### src/rtl/i2cmon_pkg.sv
package i2cmon_pkg;

    typedef enum logic [1:0] {
        MON_IDLE  = 2'd0,
        MON_FRAME = 2'd1,
        MON_SHIFT = 2'd2
    } mon_state_t;

    typedef struct packed {
        logic rise;
        logic open_c;
        logic close_c;
    } line_ev_t;

endpackage

### src/rtl/i2cmon_sync.sv
module i2cmon_sync #(
    parameter int STAGES = 2,
    parameter int WIDTH  = 2
) (
    input  logic             clk,
    input  logic             rst_n,
    input  logic [WIDTH-1:0] d_async,
    output logic [WIDTH-1:0] d_sync
);
    logic [WIDTH-1:0] stg [STAGES];

    for (genvar s = 0; s < STAGES; s++) begin : g_stage
        if (s == 0) begin : g_first
            always_ff @(posedge clk or negedge rst_n) begin
                if (!rst_n) stg[s] <= '1;
                else        stg[s] <= d_async;
            end
        end else begin : g_next
            always_ff @(posedge clk or negedge rst_n) begin
                if (!rst_n) stg[s] <= '1;
                else        stg[s] <= stg[s-1];
            end
        end
    end

    assign d_sync = stg[STAGES-1];
endmodule

### src/rtl/i2cmon_cond.sv
module i2cmon_cond
    import i2cmon_pkg::*;
(
    input  logic     clk,
    input  logic     rst_n,
    input  logic     scl_s,
    input  logic     sda_s,
    output line_ev_t ev
);
    logic scl_p, sda_p;

    always_ff @(posedge clk or negedge rst_n) begin
        if (!rst_n) begin
            scl_p <= 1'b1;
            sda_p <= 1'b1;
        end else begin
            scl_p <= scl_s;
            sda_p <= sda_s;
        end
    end

    always_comb begin
        ev.rise    = !scl_p && scl_s;
        ev.open_c  = scl_p && scl_s && sda_p && !sda_s;
        ev.close_c = scl_p && scl_s && !sda_p && sda_s;
    end

    AST_RISE_NOT_COND: assert property (@(posedge clk) disable iff (!rst_n)
        ev.rise |-> !(ev.open_c || ev.close_c));
endmodule

### src/rtl/i2cmon_fsm.sv
module i2cmon_fsm
    import i2cmon_pkg::*;
#(
    parameter int DATA_BITS = 8
) (
    input  logic     clk,
    input  logic     rst_n,
    input  line_ev_t ev,
    output logic     start_o,
    output logic     stop_o,
    output logic     busy_o,
    output logic     err_o
);
    localparam int SLOTS = DATA_BITS + 1;
    localparam int CNT_W = $clog2(SLOTS + 1);
    localparam logic [CNT_W-1:0] LAST_SLOT = CNT_W'(SLOTS);
    localparam logic [CNT_W-1:0] SLOT_ONE  = CNT_W'(1);
    localparam logic [CNT_W-1:0] SLOT_TWO  = CNT_W'(2);

    mon_state_t state_q, state_d;
    logic [CNT_W-1:0] slot_q, slot_d;

    always_comb begin
        state_d = state_q;
        slot_d  = slot_q;
        unique case (state_q)
            MON_IDLE: begin
                slot_d = '0;
                if (ev.open_c) state_d = MON_FRAME;
            end
            MON_FRAME: begin
                if (ev.open_c) begin
                    slot_d = '0;
                end else if (ev.close_c) begin
                    state_d = MON_IDLE;
                    slot_d  = '0;
                end else if (ev.rise) begin
                    if (slot_q == '0) begin
                        slot_d = SLOT_ONE;
                    end else begin
                        state_d = MON_SHIFT;
                        slot_d  = SLOT_TWO;
                    end
                end
            end
            MON_SHIFT: begin
                if (ev.open_c) begin
                    state_d = MON_FRAME;
                    slot_d  = '0;
                end else if (ev.close_c) begin
                    state_d = MON_IDLE;
                    slot_d  = '0;
                end else if (ev.rise) begin
                    if (slot_q == LAST_SLOT) begin
                        state_d = MON_FRAME;
                        slot_d  = SLOT_ONE;
                    end else begin
                        slot_d = slot_q + 1'b1;
                    end
                end
            end
            default: begin
                state_d = MON_IDLE;
                slot_d  = '0;
            end
        endcase
    end

    always_ff @(posedge clk or negedge rst_n) begin
        if (!rst_n) begin
            state_q <= MON_IDLE;
            slot_q  <= '0;
        end else begin
            state_q <= state_d;
            slot_q  <= slot_d;
        end
    end

    always_ff @(posedge clk or negedge rst_n) begin
        if (!rst_n) begin
            start_o <= 1'b0;
            stop_o  <= 1'b0;
            busy_o  <= 1'b0;
            err_o   <= 1'b0;
        end else begin
            start_o <= ev.open_c;
            stop_o  <= ev.close_c;
            busy_o  <= (state_d != MON_IDLE);
            err_o   <= (state_q == MON_SHIFT) && (ev.open_c || ev.close_c);
        end
    end

    AST_SLOT_IN_RANGE: assert property (@(posedge clk) disable iff (!rst_n)
        slot_q <= LAST_SLOT);
    AST_START_SINGLE: assert property (@(posedge clk) disable iff (!rst_n)
        start_o |=> !start_o);
    AST_STOP_SINGLE: assert property (@(posedge clk) disable iff (!rst_n)
        stop_o |=> !stop_o);
    AST_BUSY_RISE_ON_START: assert property (@(posedge clk) disable iff (!rst_n)
        $rose(busy_o) |-> start_o);
    AST_BUSY_FALL_ON_STOP: assert property (@(posedge clk) disable iff (!rst_n)
        $fell(busy_o) |-> stop_o);
    AST_PULSE_EXCL: assert property (@(posedge clk) disable iff (!rst_n)
        !(start_o && stop_o));
    AST_ERR_NEEDS_OWNER: assert property (@(posedge clk) disable iff (!rst_n)
        err_o |-> $past(busy_o));
    AST_ERR_START_KEEPS_BUSY: assert property (@(posedge clk) disable iff (!rst_n)
        (err_o && start_o) |-> busy_o);
endmodule

### src/rtl/i2c_bus_watch.sv
module i2c_bus_watch
    import i2cmon_pkg::*;
#(
    parameter int SYNC_STAGES = 2,
    parameter int DATA_BITS   = 8
) (
    input  logic clk,
    input  logic rst_n,
    input  logic scl_raw,
    input  logic sda_raw,
    output logic cond_start,
    output logic cond_stop,
    output logic bus_busy,
    output logic bus_error
);
    logic [1:0] lines_s;
    line_ev_t   ev;

    i2cmon_sync #(.STAGES(SYNC_STAGES), .WIDTH(2)) u_sync (
        .clk     (clk),
        .rst_n   (rst_n),
        .d_async ({scl_raw, sda_raw}),
        .d_sync  (lines_s)
    );

    i2cmon_cond u_cond (
        .clk   (clk),
        .rst_n (rst_n),
        .scl_s (lines_s[1]),
        .sda_s (lines_s[0]),
        .ev    (ev)
    );

    i2cmon_fsm #(.DATA_BITS(DATA_BITS)) u_fsm (
        .clk     (clk),
        .rst_n   (rst_n),
        .ev      (ev),
        .start_o (cond_start),
        .stop_o  (cond_stop),
        .busy_o  (bus_busy),
        .err_o   (bus_error)
    );

    AST_ERR_WITH_COND: assert property (@(posedge clk) disable iff (!rst_n)
        bus_error |-> (cond_start || cond_stop));
endmodule

### config.mk
export PLATFORM = sky130hd
export DESIGN_NAME = i2c_bus_watch
export DESIGN_NICKNAME = d
export VERILOG_FILES = /design/src/rtl/i2cmon_pkg.sv /design/src/rtl/i2cmon_sync.sv /design/src/rtl/i2cmon_cond.sv /design/src/rtl/i2cmon_fsm.sv /design/src/rtl/i2c_bus_watch.sv
export SDC_FILE = /design/constraint.sdc
export NUM_CORES = 1
export LEC_CHECK = 0
export BUFFER_PORTS_ARGS = -buffer_cell sky130_fd_sc_hd__buf_2
export CAP_MARGIN = 15
export CELL_PAD_IN_SITES_DETAIL_PLACEMENT = 1
export CELL_PAD_IN_SITES_GLOBAL_PLACEMENT = 2
export CORE_MARGIN = 1
export CORE_UTILIZATION = 40
export CTS_CLUSTER_DIAMETER = 50
export DETAILED_ROUTE_END_ITERATION = 6
export PLACE_DENSITY_LB_ADDON = 0.1
export SYNTH_ARGS = -nofsm -noshare
export SYNTH_HDL_FRONTEND = slang
export SYNTH_SLANG_ARGS = --single-unit
### constraint.sdc
create_clock -name clk -period 3.6 [get_ports clk]
set_clock_uncertainty 0.05 [all_clocks]
set_input_delay 0.54 -clock clk [delete_from_list [all_inputs] [get_ports clk]]
set_output_delay 0.54 -clock clk [all_outputs]
set_load 0.1 [all_outputs]
==> results of run 1 <==
==> state kept, by name, summed over array words and instances (netlist names) <==
signal / count
u_fsm.busy_o: 1
u_cond.sda_p: 1
u_fsm.start_o: 1
u_fsm.state_q: 2
u_cond.scl_p: 1
u_fsm.slot_q: 4
u_sync.d_sync: 2
u_fsm.stop_o: 1
u_sync.stg: 2
u_fsm.err_o: 1
==> final cells by class <==
cell class | instances | share of cell area
repair buffers | 7 | 0.0359
clock buffers | 4 | 0.0371
inverters | 9 | 0.0346
flip-flops and latches | 16 | 0.417
multi-input cells | 54 | 0.440
well taps | 27 | 0.0346
==> final timing paths <==
kind | slack (ns) | end | startpoint | cells after the start
setup / recovery | 1.83 | u_fsm.busy_o | u_fsm.state_q[1] | 6
hold / removal | 0.08 | u_fsm.err_o | rst_n | 1
setup reg to reg | 1.83 | u_fsm.busy_o | u_fsm.state_q[1] | 6
hold reg to reg | 0.29 | u_sync.d_sync[1] | u_sync.stg[3] | 0
max in group asynchronous | 3.09 | u_sync.stg[2] | rst_n | 1
min in group clk | 0.29 | u_sync.stg[3] | scl_raw | 1
==> per-stage QoR <==
stage | power [uW] | util | area, um^2
2_1_floorplan | 384 | - | 872
3_3_place_gp | 426 | 0.470 | 941
3_5_place_dp | 430 | 0.470 | 941
4_1_cts | 553 | 0.488 | 977
5_1_grt | 584 | 0.488 | 977
6_report | 553 | 0.488 | 977
==> power by group through the flow <==
stage / combinational (uW) / sequential (uW) / clock (uW)
final: 208 / 222 / 123
after global routing: 225 / 226 / 132
after CTS: 207 / 222 / 125
after detailed placement: 205 / 225 / 0
after global placement: 201 / 225 / 0
after floorplan: 122 / 261 / 0
==> cells by family after synthesis <==
logic type | count (synthesis)
compound gates | 22
fa+ha+maj | 7
xor+xnor | 2
flops | 16
simple gates | 23
buf+inv | 9
==> placed cells by master, fill, tap and decap left out, types with 2 or more instances in the layout <==
master,count
dfstp_2,6
nor2_1,4
clkbuf_4,3
nand3_1,3
ha_1,7
or3b_2,2
a21o_1,2
dfrtp_1,10
buf_2,7
inv_1,9
a21oi_1,4
o22ai_1,2
o2bb2ai_1,3
nand2_1,3
==> per-layer routing <==
layer	vias up	global-route usage	share of wire
met5	-	0	0
met4	0	0.0735	0.020
met1	318	0.264	0.52
met2	12	0.245	0.44
met3	5	0.0377	0.025
li1	311	-	-
==> key figures, run 1 <==
Setup path
  – Worst path max stage delay: 0.47 ns
  – CP Cell Sequence: inv_1 -> ha_1 -> or3b_2 -> a21oi_1 -> o22a_1 -> o22ai_1
  – WP buf/inv: 1
  – Critical Path End Type: register
  – CP startpoint kind: register
  – CP delay by family, top: simple AND/OR/NAND/NOR gates
  – Crit-path slowest cell: or3b_2
  – CP required: 3.73 ns
  – Maximum fanout along the worst path: 7
  – Critical path type: register to register
  – Arr. time, crit path: 1.90 ns

GRT
  – Vias in the first global route: 653
  – Gr usage total: 0.177
  – Initial antenna violation count: 0
  – Largest net degree at the start of global routing: 17
  – First-pass GRT wire length: 3.15 mm
  – Grt total ovfl: 0

Clocking
  – Htree depth: 1
  – Worst-path clk slew: 0.11 ns
  – Clk_lat worst skew: 0.30 ns
  – Postcts setup bufs: 0
  – CTS root buffer: clkbuf_4
  – PostCTS Resize Cnt: 0
  – CTS Buf Count: 3
  – # hold bufs at CTS: 0
  – CTS max path bufs: 2
  – # clock sinks: 16
  – CTS tree: yes

Run status
  – Status: complete, no violations

Synth
  – Xor and xnor area share after synthesis: 0.0201
  – Syn Inst Count: 79
  – Post-synthesis compound-gate area fraction: 0.207
  – Top post-synthesis cells by count: dfrtp_1 (10), inv_1 (9), ha_1 (7)
  – Post-synth top area share: 0.287
  – Yosys warning count: 0
  – Mapped cell area: 872 um^2
  – Synth area leaders: dfrtp_1 (29%), dfstp_2 (18%), ha_1 (10%), inv_1 (3.9%), o2bb2ai_1 (3.0%)
  – Yosys reg bits: 16
  – Asr flop ratio synth: 1.00
  – Post-synth EDFFs: 0
  – Dominant cell by count in the synthesized netlist: dfrtp_1
  – Post-synth net total: 90
  – Mux contribution to synthesized area: 0
  – Main synth FF type: dfrtp_1
  – Post-Synth Adder-Cell Area: 0.100
  – Synth Area in Simple Gates: 0.166
  – Synth Area per Inst: 11.0 um^2
  – Area leader, netlist: dfrtp_1
  – Count of different cell masters after synthesis: 36
  – Largest family of logic cells by synthesized area: compound AO/OA/AOI/OAI gates
  – Sequential share of the synthesized area: 0.468

Cells and area
  – Nets: 102
  – Fill cells: 240
  – # diodes: 0
  – Share of cells above drive strength 1: 0.278
  – Flip-flop and latch area: 408 um^2
  – Area Growth Syn to Fin: 12.1%
  – Area of the multi-input gates: 430 um^2
  – Count of non-filler cells in the finished layout: 117

Floorplan
  – Core area: 0.00200 mm^2
  – Initial Util: 0.436
  – Die height: 48.7 um
  – Die X: 48.7 um
  – I/O Pins: 8
  – Total die area: 0.00237 mm^2
  – Site row count: 16

Power and ir drop
  – Clock Power Share: 0.223
  – Sequential power share: 0.401
  – Psw: 216 uW
  – Power per standard cell area: 566 mW/mm^2
  – Power Internal: 337 uW
  – Sw frac: 0.390
  – Combinational Power Share: 0.376
  – Max IR drop VDD: 0.311 mV
  – Leak: 0.000441 uW

STA
  – Setup ws final: 1.83 ns
  – Total Neg Setup Slack: 0 ns
  – Hold Vio Cnt, Final: 0
  – Hold Worst Slack: 0.0842 ns
  – Min cycle time layout: 1.77 ns
  – Worst Tran Pin Value: 0.483 ns
  – RSZ-0062 raised after global routing: no
  – Slew Limit Fails: 0
  – Final setup vio count: 0
  – Tcrit/Tclk final: 0.492
  – Max Clk Rate: 564 MHz
  – Rel. slew slack: 0.680

Placement
  – Port bufs: 7
  – Post-placement setup slack: 1.87 ns
  – Routability cong.: 0.754
  – Placed cell count: 113
  – DP Wirelength: 1.33 mm

Flow run
  – Max-cap viol count: 0

Detailed routing
  – Pre-Repair DR Iteration Count: 5
  – Drt drc: 0
  – Via-to-Cell Ratio: 5.52
  – Final ANT Viol Nets: 0
  – Drt wl/cell: 15.4 um
  – Final wirelength: 1.81 mm
  – DRT iter0 DRCs: 3
  – Via count: 646

Worst hold path
  – Hold Crit Class: primary input to async pin
(Power assumes the default switching activity.)
==> run 2, diff against run 1 <==
--- a/config.mk
+++ b/config.mk
@@ -10,7 +10,7 @@
 export CELL_PAD_IN_SITES_DETAIL_PLACEMENT = 1
 export CELL_PAD_IN_SITES_GLOBAL_PLACEMENT = 2
 export CORE_MARGIN = 1
-export CORE_UTILIZATION = 40
+export CORE_UTILIZATION = 33
 export CTS_CLUSTER_DIAMETER = 50
 export DETAILED_ROUTE_END_ITERATION = 6
 export PLACE_DENSITY_LB_ADDON = 0.1
==> constraint.sdc (replaced) <==
create_clock -name clk -period 1.53 [get_ports clk]
set_clock_uncertainty 0.05 [all_clocks]
set_input_delay 0.2295 -clock clk [delete_from_list [all_inputs] [get_ports clk]]
set_output_delay 0.2295 -clock clk [all_outputs]
set_load 0.1 [all_outputs]
==> run 2 against run 1 <==
Final area up 33%. Flip-flop and latch count unchanged. The flow now finishes with violations (negative setup slack). Highest routed layer unchanged. Clock power up 130%. Sequential power up 140%. Worst setup slack worse by 1.8 ns. Count of clock-buffer cells in the layout unchanged. Power rose to 3.0 times the previous value. Cell count up 20%. Maximum frequency up 14%.
==> key figures, run 2 (synthesized netlist as in run 1, its figures left out) <==
Placement
  – Placed cell count: 129
  – Port bufs: 7
  – Routability cong.: 0.727
  – DP Wirelength: 1.55 mm

Setup path
  – Critical Path End Type: register
  – Critical path type: register to register
  – CP startpoint kind: register
  – Crit-path slowest cell: dfstp_2
  – CP Cell Sequence: or3b_4 -> a21oi_2 -> o22a_1 -> o22ai_1
  – Arr. time, crit path: 1.67 ns
  – CP required: 1.65 ns
  – Worst path max stage delay: 0.62 ns
  – Maximum fanout along the worst path: 6

Floorplan
  – Initial Util: 0.352
  – Site row count: 18
  – Die height: 53.4 um
  – Core area: 0.00248 mm^2
  – Total die area: 0.00285 mm^2
  – Die X: 53.4 um
  – I/O Pins: 8

Power and ir drop
  – Max IR drop VDD: 0.718 mV
  – Clock Power Share: 0.175
  – Psw: 615 uW
  – Leak: 0.000564 uW
  – Tot Pwr: 1630 uW
  – Power per standard cell area: 1260 mW/mm^2
  – Combinational Power Share: 0.502
  – Sw frac: 0.377
  – Sequential power share: 0.323
  – Power Internal: 1020 uW

STA
  – Max Clk Rate: 645 MHz
  – Tcrit/Tclk final: 1.01
  – Worst Tran Pin Value: 0.484 ns
  – Hold Vio Cnt, Final: 0
  – Setup ws final: -0.0202 ns
  – RSZ-0062 raised after global routing: yes
  – Final setup vio count: 3
  – Slew Limit Fails: 0
  – Rel. slew slack: 0.679
  – Min cycle time layout: 1.55 ns

Detailed routing
  – Via count: 700
  – Via-to-Cell Ratio: 5.00
  – Drt drc: 0
  – Final wirelength: 2.16 mm
  – Final ANT Viol Nets: 0
  – Pre-Repair DR Iteration Count: 1
  – Drt wl/cell: 15.4 um
  – DRT iter0 DRCs: 0

Cells and area
  – Most frequent cells in the layout: buf_4 (15), dfrtp_1 (8), buf_2 (7), inv_1 (6), dfstp_2 (6)
  – Commonest non-fill, non-tap cell in the layout: buf_4
  – # diodes: 0
  – Top reg by flops: u_fsm.slot_q
  – Count of non-filler cells in the finished layout: 140
  – Share of cells above drive strength 1: 0.582
  – Max reg flops: 4
  – Nets: 122
  – Fill cells: 274
  – Area of the multi-input gates: 576 um^2
  – Area Growth Syn to Fin: 48.6%
  – Flip-flop and latch area: 410 um^2

Clocking
  – Htree depth: 1
  – CTS Buf Count: 3
  – CTS root buffer: clkbuf_4
  – Worst-path clk slew: 0.09 ns
  – CTS max path bufs: 2
  – CTS tree: yes
  – # clock sinks: 16
  – Clk_lat worst skew: 0.29 ns

Run status
  – Status: complete, but fails checks
  – Failing checks: negative setup slack

GRT
  – Vias in the first global route: 753
  – Largest net degree at the start of global routing: 17
  – Gr usage total: 0.175
  – First-pass GRT wire length: 3.48 mm
  – Initial antenna violation count: 0
  – Grt total ovfl: 0

Worst hold path
  – Hold Crit Class: register to register

Flow run
  – Max-cap viol count: 0
[run 2: cell count changes in the layout (fill, tap and decap cells not counted), moves of 3 or more]
cell and delta:
dlygate4sd3_1 +3, ha_1 -4, buf_4 +15, ha_4 +3, inv_1 -3
[run 2: cell type report]
class	instances	share of cell area
multi-input combinational	54	0.444
sequential	16	0.317
timing repair buffer	27	0.154
tap	30	0.0290
clock buffer	4	0.0280
inverter	9	0.0280
[run 2: timing repair]
action,CTS,global route
hold buffers,3,0
setup endpoints to repair,5,7
pin swaps,8,11
gates resized for setup,11,16
buffers inserted,3,1
endpoints found under the hold margin,12,0
[run 2: power groups by stage]
stage          Sequential (uW)  Clock (uW)  Combinational (uW)
5_1_grt                    534         318                 891
4_1_cts                    517         295                 739
2_1_floorplan              620           0                 317
3_5_place_dp               523           0                 643
6_report                   527         286                 819
3_3_place_gp               522           0                 639
[run 2: path summary, 6_finish.rpt]
check / start / to / slack [ns] / cells after the start
hold reg to reg: u_sync.stg[2] / u_sync.d_sync[0] / 0.31 / 0
setup / recovery: u_cond.sda_p / u_fsm.busy_o / -0.02 / 4
hold / removal: u_sync.stg[2] / u_sync.d_sync[0] / 0.31 / 0
min in group asynchronous: rst_n / u_fsm.err_o / 0.32 / 2
setup reg to reg: u_cond.sda_p / u_fsm.busy_o / -0.02 / 4
max in group asynchronous: rst_n / u_sync.stg[2] / 0.80 / 2
[run 2: worst max-delay path, delay by kind of cell, from the launching register on]
family / cells / cell delay [ns]
AND/OR/NAND/NOR: 1 / 0.40
AO/OA/AOI/OAI: 3 / 0.37
flip-flops: 1 / 0.62
[run 2: metal layers]
metal,global-route usage,vias to the layer above,share of wire
met5,0,-,0
met2,0.283,4,0.52
met3,0.0259,2,0.015
li1,-,350,-
met4,0.0658,0,0.0056
met1,0.230,344,0.46
[run 2: metrics by stage]
stage	utilization	hold WS (ns)	cell area [um^2]	setup WS [ns]	setup TNS [ns]
5_1_grt	0.523	0.322	1300	-0.0998	-0.371
4_1_cts	0.490	0.313	1210	-0.0584	-0.105
6_report	0.523	0.312	1300	-0.0202	-0.0269
3_3_place_gp	0.429	0.112	1060	-0.0412	-0.0858
3_5_place_dp	0.429	0.117	1060	-0.0865	-0.198
2_1_floorplan	-	-0.116	892	-0.0323	-0.0323
